### src/rtl/vcap_irq_ctrl.sv
module vcap_irq_ctrl #(
  parameter int LINE_LIMIT = 3000
) (
  input  logic        clk,
  input  logic        rst_n,
  input  logic [15:0] ev_i,
  input  logic        line_start_i,
  input  logic        reg_wr_i,
  input  logic [3:0]  reg_be_i,
  input  logic [31:0] reg_wdata_i,
  output logic [31:0] reg_rdata_o,
  output logic        irq_o
);
  localparam int CW = $clog2(LINE_LIMIT + 1);
  localparam logic [CW-1:0] LIM    = CW'(LINE_LIMIT);
  localparam logic [CW-1:0] LIM_M1 = CW'(LINE_LIMIT - 1);
  localparam int LONG_BIT = 11;
  localparam logic [15:0] LIVE   = 16'h7FFE;
  localparam logic [15:0] EXT    = LIVE & ~(16'h1 << LONG_BIT);
  localparam logic [15:0] MSK_RST = 16'hFFFE;

  logic [15:0]   sts_q, msk_q;
  logic [CW-1:0] cnt_q;
  logic          irq_q;
  logic          long_ev;
  logic [15:0]   ev_set, clr;

  assign long_ev = !line_start_i && (cnt_q == LIM_M1);
  assign ev_set  = (ev_i & EXT) | (16'(long_ev) << LONG_BIT);
  assign clr     = reg_wr_i ? (reg_wdata_i[31:16] & {{8{reg_be_i[3]}}, {8{reg_be_i[2]}}}) : 16'h0;

  always_ff @(posedge clk) begin
    if (!rst_n) sts_q <= 16'h0;
    else        sts_q <= ((sts_q & ~clr) | ev_set) & LIVE;
  end

  always_ff @(posedge clk) begin
    if (!rst_n) msk_q <= MSK_RST;
    else if (reg_wr_i) begin
      if (reg_be_i[0]) msk_q[7:0]  <= reg_wdata_i[7:0];
      if (reg_be_i[1]) msk_q[15:8] <= reg_wdata_i[15:8];
    end
  end

  always_ff @(posedge clk) begin
    if (!rst_n)               cnt_q <= LIM;
    else if (line_start_i)    cnt_q <= '0;
    else if (cnt_q != LIM)    cnt_q <= cnt_q + 1'b1;
  end

  always_ff @(posedge clk) begin
    if (!rst_n) irq_q <= 1'b0;
    else        irq_q <= |(sts_q & ~msk_q);
  end

  assign reg_rdata_o = {sts_q, msk_q};
  assign irq_o       = irq_q;


  sticky_chk: assert property (@(posedge clk) disable iff (!rst_n)
    !reg_wr_i |=> ((sts_q & $past(sts_q)) == $past(sts_q)));


  event_wins_chk: assert property (@(posedge clk) disable iff (!rst_n)
    (ev_i[2] && reg_wr_i && reg_be_i[2] && reg_wdata_i[18]) |=> reg_rdata_o[18]);


  mask_hold_chk: assert property (@(posedge clk) disable iff (!rst_n)
    !(reg_wr_i && (reg_be_i[0] || reg_be_i[1])) |=> $stable(msk_q));


  irq_low_chk: assert property (@(posedge clk) disable iff (!rst_n)
    ((sts_q & ~msk_q) == 16'h0) |=> !irq_o);


  irq_high_chk: assert property (@(posedge clk) disable iff (!rst_n)
    ((sts_q & ~msk_q) != 16'h0) |=> irq_o);


  reserved_zero_chk: assert property (@(posedge clk) disable iff (!rst_n)
    !reg_rdata_o[31] && !reg_rdata_o[16]);


  once_per_line_chk: assert property (@(posedge clk) disable iff (!rst_n)
    long_ev |=> !long_ev);
endmodule

### config.mk
export PLATFORM = sky130hd
export DESIGN_NAME = vcap_irq_ctrl
export DESIGN_NICKNAME = d
export VERILOG_FILES = /design/src/rtl/vcap_irq_ctrl.sv
export SDC_FILE = /design/constraint.sdc
export NUM_CORES = 1
export LEC_CHECK = 0
export ABC_AREA = 1
export CORE_MARGIN = 2
export CORE_UTILIZATION = 37
export DETAILED_ROUTE_END_ITERATION = 6
export GPL_ROUTABILITY_DRIVEN = 0
export PLACE_DENSITY_LB_ADDON = 0.1
export SLEW_MARGIN = 20
export SYNTH_ARGS = -nofsm -noshare
export SYNTH_HDL_FRONTEND = slang
export SYNTH_SLANG_ARGS = --single-unit
### constraint.sdc
create_clock -name clk -period 1 [get_ports clk]
set_input_delay 0.2 -clock clk [delete_from_list [all_inputs] [get_ports clk]]
set_output_delay 0.2 -clock clk [all_outputs]
set_load 0.1 [all_outputs]
After elaboration in Yosys (flattened, before gate mapping):

Cells that the tools add are included.

* reductions and logical operators: 7
* eq/ne operators: 2
* bitwise gates (word level): 8
* $add $sub $neg: 1
* multiplexer cells: 3

Operator list (number)
* $and 15x15->15: 2
* $mux 12: 2
* $and 15x16->16: 1
* $not 16->16: 1
* $reduce_or 16->1: 1
* $mux 15: 1
* $not 15->15: 1
* $or 15x12->15: 1
* $or 15x15->15: 1
* $add 12x1->12 const B: 1
* $eq 12x12->1 const B: 1
* $ne 12x12->1 const B: 1
* $reduce_and 2->1: 2
* $reduce_bool 2->1: 1
* $reduce_or 2->1: 1
* $logic_and 1x1->1: 1
* $logic_not 1->1: 1
* $not 1->1: 1

* register bits: 43
* logic and storage cells: 27

Logic depth before layout (Yosys ltp):

Gate-level depths: netlist (run 1).

* word-level depth: 5
* mapped depth: 8
* mapped depth without buffers: 8

Least setup slack after synthesis (run 1):

No wires, ideal clock.

* kind: register -> register
* start: register msk_q[14]
* end: register irq_q (netlist: irq_o)
* setup time: 0.119 ns
* arrival: 1.511 ns
* required time: 0.881 ns
* slack: -0.629 ns
* period minus slack after synthesis: 1.629 ns
* cell stages (with the launch flop): 8
* buffers on the path: 0
* cell sequence: dfxtp_1 -> inv_1 -> nand2_1 -> o21ai_0 -> nor2_1 -> nand2_1 -> nor2_1 -> nor2_1

* cells in the longest elaborated chain, start to end: 3

Ends and longest elaborated chain
* from (decl): RTL line 22 `logic [15:0] sts_q, msk_q;`
* from (signal assigned): RTL line 41 `if (reg_be_i[1]) msk_q[15:8] <= reg_wdata_i[15:8];`
* $not 16->16: RTL line 53 `else irq_q <= |(sts_q & ~msk_q);`
* $and 15x16->16: RTL line 53
* $reduce_or 16->1: RTL line 53
* to (signal assigned): RTL line 53
* to (decl): RTL line 24 `logic irq_q;`

No other way between the ends.
A chain may end at the register's enable or synchronous reset.

Worst setup path after layout (run 1):

* start: register cnt_q[1]
* end: register cnt_q[10]

* cells in the longest elaborated chain, start to end: 1
* elaborated cells between the ends (all ways): 2
* classes of those cells: add/sub (1); eq/ne (1)

Ends and longest elaborated chain
* from (decl): RTL line 23 `logic [CW-1:0] cnt_q;`
* from (signal assigned): RTL line 48 `else if (cnt_q != LIM) cnt_q <= cnt_q + 1'b1;`
* $add 12x1->12 / $ne 12x12->1 (equally long branches): RTL line 48

Several ways; a longest one is shown, not always the timed one.

==> results of run 1 <==
area by class of cell:
class / instances / share of cell area (%)
Clock buffer: 7 / 2.11
Clock inverter: 1 / 0.138
Inverter: 29 / 3.21
Multi-Input combinational cell: 184 / 27.4
Sequential cell: 43 / 26.2
Tap cell: 70 / 2.42
Timing Repair Buffer: 115 / 38.5
metrics by stage:
stage	setup TNS, ps	worst slack, ps	total power, mW	area, µm²
2_1_floorplan	-494	-198	2.88	2020
3_3_place_gp	-11440	-320	3.58	3290
3_5_place_dp	-12790	-360	3.60	3290
4_1_cts	-1980	-102	4.74	3530
5_1_grt	-3610	-195	4.93	3620
6_report	-1710	-108	4.74	3620
how the worst max path moves through the flow:
stage / endpoint / start / slack [ps] / depth (start not counted)
finish: cnt_q[10] / cnt_q[1] / -110 / 6
floorplan: irq_o / msk_q[13] / -200 / 5
global placement: cnt_q[4] / line_start_i / -320 / 6
global route: cnt_q[10] / cnt_q[1] / -200 / 5
detailed placement: cnt_q[4] / line_start_i / -360 / 6
CTS: cnt_q[1] / cnt_q[0] / -100 / 8
kinds of logic after synthesis:
kind of cell	count (synthesis)	share of synthesized area, %
AO/OA/AOI/OAI	38	11.1
AND/OR/NAND/NOR	141	33.9
other	1	0.197
adder cells (fa/ha/maj)	2	1.31
buffers and inverters	37	7.87
flip-flops	43	45.1
XOR/XNOR	1	0.459
worst max-delay path, stage by stage, from the launching register on:
cell     delay [ps]
dfxtp_4         390
ha_4            150
nand2_4          60
nor2_4          170
nand3_1         110
nand2_1          70
a21oi_1          50
synthesized netlist by cell type, drive strengths merged:
cell type | n | share of area (%)
nand2 | 65 | 13
o211ai | 8 | 3.1
nand4 | 5 | 1.6
nor2 | 36 | 9.5
a21oi | 20 | 5.2
ha | 2 | 1.3
xor2 | 1 | 0.46
o21bai | 1 | 0.39
nor3 | 1 | 0.26
dfxtp | 43 | 45
o21ai | 9 | 2.4
conb | 1 | 0.20
clkbuf | 3 | 0.59
nand3 | 34 | 9.2
buf | 5 | 1.6
inv | 29 | 5.7
sequential cells by signal, indices dropped and copies added (netlist names):
register / flops
cnt_q: 12
irq_o: 1
msk_q: 16
sts_q: 14
metal layers:
layer / vias to the layer above / routed length [µm]
li1: 1073 / -
met1: 970 / 2490
met2: 72 / 2920
met3: 17 / 363
met4: 0 / 171
met5: - / 0
timing repair:
| item | in CTS | in global routing |
|---|---|---|
| pin swaps | 12 | 11 |
| setup endpoints to repair | 64 | 52 |
| gates resized for setup | 10 | 25 |
| cloned | 0 | 0 |
| setup buffers | 19 | 2 |
power breakdown:
part	total, mW	internal [mW]	switching (mW)
clock network	1.07	0.491	0.579
logic	1.71	0.710	1.00
registers	1.95	1.82	0.129
total	4.74	3.02	1.71
==> impl_metrics.csv, run 1 <==
group,metric,value,unit
run_status,status,"finished with violations",
run_status,violations,"setup timing",
placed_design,place_hpwl,4320,µm
placed_design,portBuffers,81,
layout,diodes,0,
pwr,p_leak,1.60,nW
global_routing,grtUsageMet3,5.82,%
global_routing,grt.busiest_layer,"met2",
layout,drive_above_1_share,36.9,%
layout,layout.cells.most_common,"nand2_1",
floorplan,start_util,37.8,%
yosys,synthCells,263,
timing,finalMaxSlewViolations,0,
layout,multi_input_area,992,µm²
detailed_routing,vias_per_cell,4.75,
yosys,syn_avg_cell_area,7.26,µm²
cts,cts-root-buf,"clkbuf_8",
detailed_routing,dr.first_iter.drc_count,73,
global_routing,gr-usage-met2,33.0,%
yosys,yosysWarnings,0,
floorplan,chipHeight,75.8,µm
cts,cts_made_buffers,5,
timing,finalHoldViolCount,0,
global_routing,grt_pass1_wl,9070,µm
cts,clkTransAtPathRegs,80,ps
layout,syn2layout_area_growth,89.7,%
pwr,max-vdd-ir-drop,871,µV
cts,cts_tree,"built",
worst_setup_path,cp.required,1180,ps
layout,final-instance-count-excl-fill,449,
global_routing,grt_max_degree,16,
layout,finish.utilization,71.8,%
yosys,ys_ff_latch,43,
timing,rsz0062_at_grt,"true",
flow_run,max-cap-violations,0,
worst_setup_path,r2r-start,"cnt_q[1]",
global_routing,use_met1,26.7,%
worst_setup_path,cp_data_arrival_time,1290,ps
yosys,seq_area_frac_synth,45.1,%
cts,cts.sinks,43,
cts,htree_levels,2,
timing,whs,372,ps
timing,finalClockSkew,4.82,ps
worst_setup_path,r2r_end,"cnt_q[10]",
detailed_routing,drtPass1Iterations,4,
worst_setup_path,r2r_cells,6,
global_routing,grt_pass1_vias,2012,
timing,worst_slack,-108,ps
layout,finalNetCount,436,
worst_setup_path,critical_path_class,"reg -> reg",
layout,final_cell_mix,"nand2_1, clkdlybuf4s50_1, nand3_1, buf_12, buf_4",
cts,clkLatencyLatePin,290,ps
hold_path,worstHoldStart,"reg_be_i[2]",
timing,finalCriticalPeriod,1110,ps
pwr,p_per_area,1310,nW/µm²
floorplan,pin_count,89,
global_routing,track_usage,20.9,%
cts,ctsHoldBuffers,0,
floorplan,die_x,75.8,µm
timing,max_freq,902,MHz
hold_path,hp-class,"in -> reg",
detailed_routing,drc,0,
detailed_routing,antenna_left,0,
hold_path,worstHoldPathCells,4,
global_routing,antenna_found_initial,0,
layout,fill_cells,376,
floorplan,dieArea,5750,µm²
floorplan,core_area,5040,µm²
layout,seqCellArea,947,µm²
timing,setup_viol,44,
global_routing,overflow,0,
detailed_routing,post_drt_wl_per_cell,13.2,µm
hold_path,worstHoldEndpoint,"sts_q[1]",
timing,finalCritPeriodShare,111,%
cts,clock_path_buffers,2,
yosys,yosysUniqueCellTypes,25,
worst_setup_path,cp-start-kind,"register",
worst_setup_path,crit_fanout,8,
floorplan,num_rows,26,
detailed_routing,drt-total-wl,5940,µm
worst_setup_path,reg2reg_slack,-110,ps
detailed_routing,num_vias,2132,
yosys,synth.cell_area,1910,µm²
placed_design,post-place-cells,420,
worst_setup_path,end_kind,"register",
Note: power is estimated with default switching activity, not from simulation.
==> run 2: changes to the inputs <==
SKIP_CTS_REPAIR_TIMING = 1   (was default)
==> run 2 against run 1 <==
The run still ends with setup timing left. Critical path depth unchanged. Global-route usage decreased by 1.0 points. Clock power about the same. Via count decreased by 2.4%. Final area decreased by 4.8%. Cell count decreased by 4.2%. Sequential power about the same. Critical endpoint unchanged. Largest cell class unchanged.
==> impl_metrics.csv, run 2 (same netlist as run 1, synthesis figures left out) <==
group,metric,value,unit
layout,final-instance-count-excl-fill,430,
hold_path,worstHoldEndpoint,"sts_q[6]",
flow_run,max-cap-violations,0,
timing,setup_viol,42,
worst_setup_path,path_cells,"ha_4, nand2_4, nor2_4, nand3_1, nand2_1, a21oi_1",
global_routing,grt_pass1_wl,8630,µm
layout,regMostFlops,"msk_q",
worst_setup_path,cp_data_arrival_time,1300,ps
timing,rsz0062_at_grt,"true",
layout,finalNetCount,417,
timing,whs,376,ps
hold_path,hp-class,"in -> reg",
placed_design,post-place-cells,420,
placed_design,portBuffers,81,
global_routing,grt_pass1_vias,1857,
worst_setup_path,max_stage_delay,390,ps
layout,layout.cells.most_common,"nand2_1",
floorplan,pin_count,89,
floorplan,dieArea,5750,µm²
worst_setup_path,end_kind,"register",
hold_path,worstHoldStart,"reg_be_i[2]",
detailed_routing,dr.first_iter.drc_count,66,
run_status,status,"finished with violations",
layout,drive_above_1_share,32.2,%
global_routing,antenna_found_initial,0,
hold_path,worstHoldPathCells,4,
timing,worst_slack,-113,ps
worst_setup_path,r2r_end,"cnt_q[10]",
cts,clkLatencyLatePin,290,ps
timing,finalMaxSlewViolations,0,
global_routing,grt_max_degree,16,
detailed_routing,drc,0,
floorplan,start_util,37.8,%
detailed_routing,vias_per_cell,4.84,
floorplan,die_x,75.8,µm
pwr,p_per_area,1340,nW/µm²
detailed_routing,drtPass1Iterations,5,
worst_setup_path,cp.required,1190,ps
worst_setup_path,cp-start-kind,"register",
layout,reg_top3,"msk_q: 16 flops, sts_q: 14 flops, cnt_q: 12 flops",
timing,finalCriticalPeriod,1110,ps
pwr,max-vdd-ir-drop,825,µV
detailed_routing,post_drt_wl_per_cell,13.2,µm
layout,finish.utilization,68.3,%
layout,syn2layout_area_growth,80.6,%
worst_setup_path,critical_path_class,"reg -> reg",
cts,cts_tree,"built",
detailed_routing,antenna_left,0,
floorplan,num_rows,26,
timing,finalHoldViolCount,0,
cts,cts-root-buf,"clkbuf_8",
worst_setup_path,r2r-start,"cnt_q[0]",
cts,clkTransAtPathRegs,80,ps
worst_setup_path,reg2reg_slack,-110,ps
layout,diodes,0,
layout,largest_register_ffs,16,
floorplan,chipHeight,75.8,µm
pwr,p_leak,1.50,nW
detailed_routing,num_vias,2080,
placed_design,place_hpwl,4320,µm
cts,clock_path_buffers,2,
timing,finalClockSkew,1.81,ps
worst_setup_path,crit_fanout,8,
cts,htree_levels,2,
floorplan,core_area,5040,µm²
layout,final_cell_mix,"nand2_1, clkdlybuf4s50_1, nand3_1, buf_12, nor2_1",
global_routing,track_usage,19.9,%
run_status,violations,"setup timing",
timing,finalCritPeriodShare,111,%
worst_setup_path,r2r_cells,6,
global_routing,overflow,0,
timing,max_freq,899,MHz
worst_setup_path,critPathSlowestCell,"dfxtp_4",
detailed_routing,drt-total-wl,5680,µm
cts,cts.sinks,43,
cts,cts_made_buffers,5,
==> run 2: changes by cell type in the layout (fill, tap and decap cells not counted), moves of 2 or more <==
cell     previous run  this run
buf_4              30        15
dfxtp_2            21        11
dfxtp_4            16        25
buf_6               4         0
inv_2               6        10
nand2_1            56        60
nand2_2             7         3
inv_1              20        17
inv_4               3         1
==> run 2: metal layers <==
layer / wire length (µm) / global-route usage [%]
met5: 0 / 0
met2: 2840 / 31.2
met1: 2340 / 26.4
met3: 414 / 5.69
met4: 83 / 6.63
==> run 2: worst max path at each step <==
stage / startpoint / to / slack [ps] / cells after the start
final: cnt_q[0] / cnt_q[10] / -110 / 6
after CTS: cnt_q[0] / cnt_q[6] / -150 / 5
after global routing: cnt_q[1] / cnt_q[10] / -200 / 5
after detailed placement: line_start_i / cnt_q[4] / -360 / 6
after global placement: line_start_i / cnt_q[4] / -320 / 6
after floorplan: msk_q[13] / irq_o / -200 / 5
==> run 2: through the flow <==
| stage | setup TNS [ps] | area [µm²] | worst slack, ps | power (mW) |
|---|---|---|---|---|
| after detailed placement | -12790 | 3290 | -360 | 3.60 |
| after floorplan | -494 | 2020 | -198 | 2.88 |
| after global routing | -3810 | 3450 | -199 | 4.82 |
| after global placement | -11440 | 3290 | -320 | 3.58 |
| final | -1790 | 3450 | -113 | 4.62 |
| after CTS | -3150 | 3370 | -152 | 4.67 |
==> run 2: worst max-delay path: cells and delay by family (launching register included) <==
kind	cells	cell delay [ps]
compound gates	1	60
fa+ha+maj	1	150
flops	1	390
simple gates	4	400
==> run 2: final cells by class <==
cell class	count	area, µm²
fillers	412	1600
repair buffers	96	1240
flip-flops and latches	43	968
multi-input cells	184	951
inverters	29	116
well taps	70	87.6
clock buffers	7	76.3
clock inverters	1	5.00
==> run 2: where the power goes <==
part	leakage [nW]	internal (mW)	switching [mW]
clock network	0.0422	0.491	0.574
registers	0.366	1.81	0.140
logic	1.09	0.645	0.959
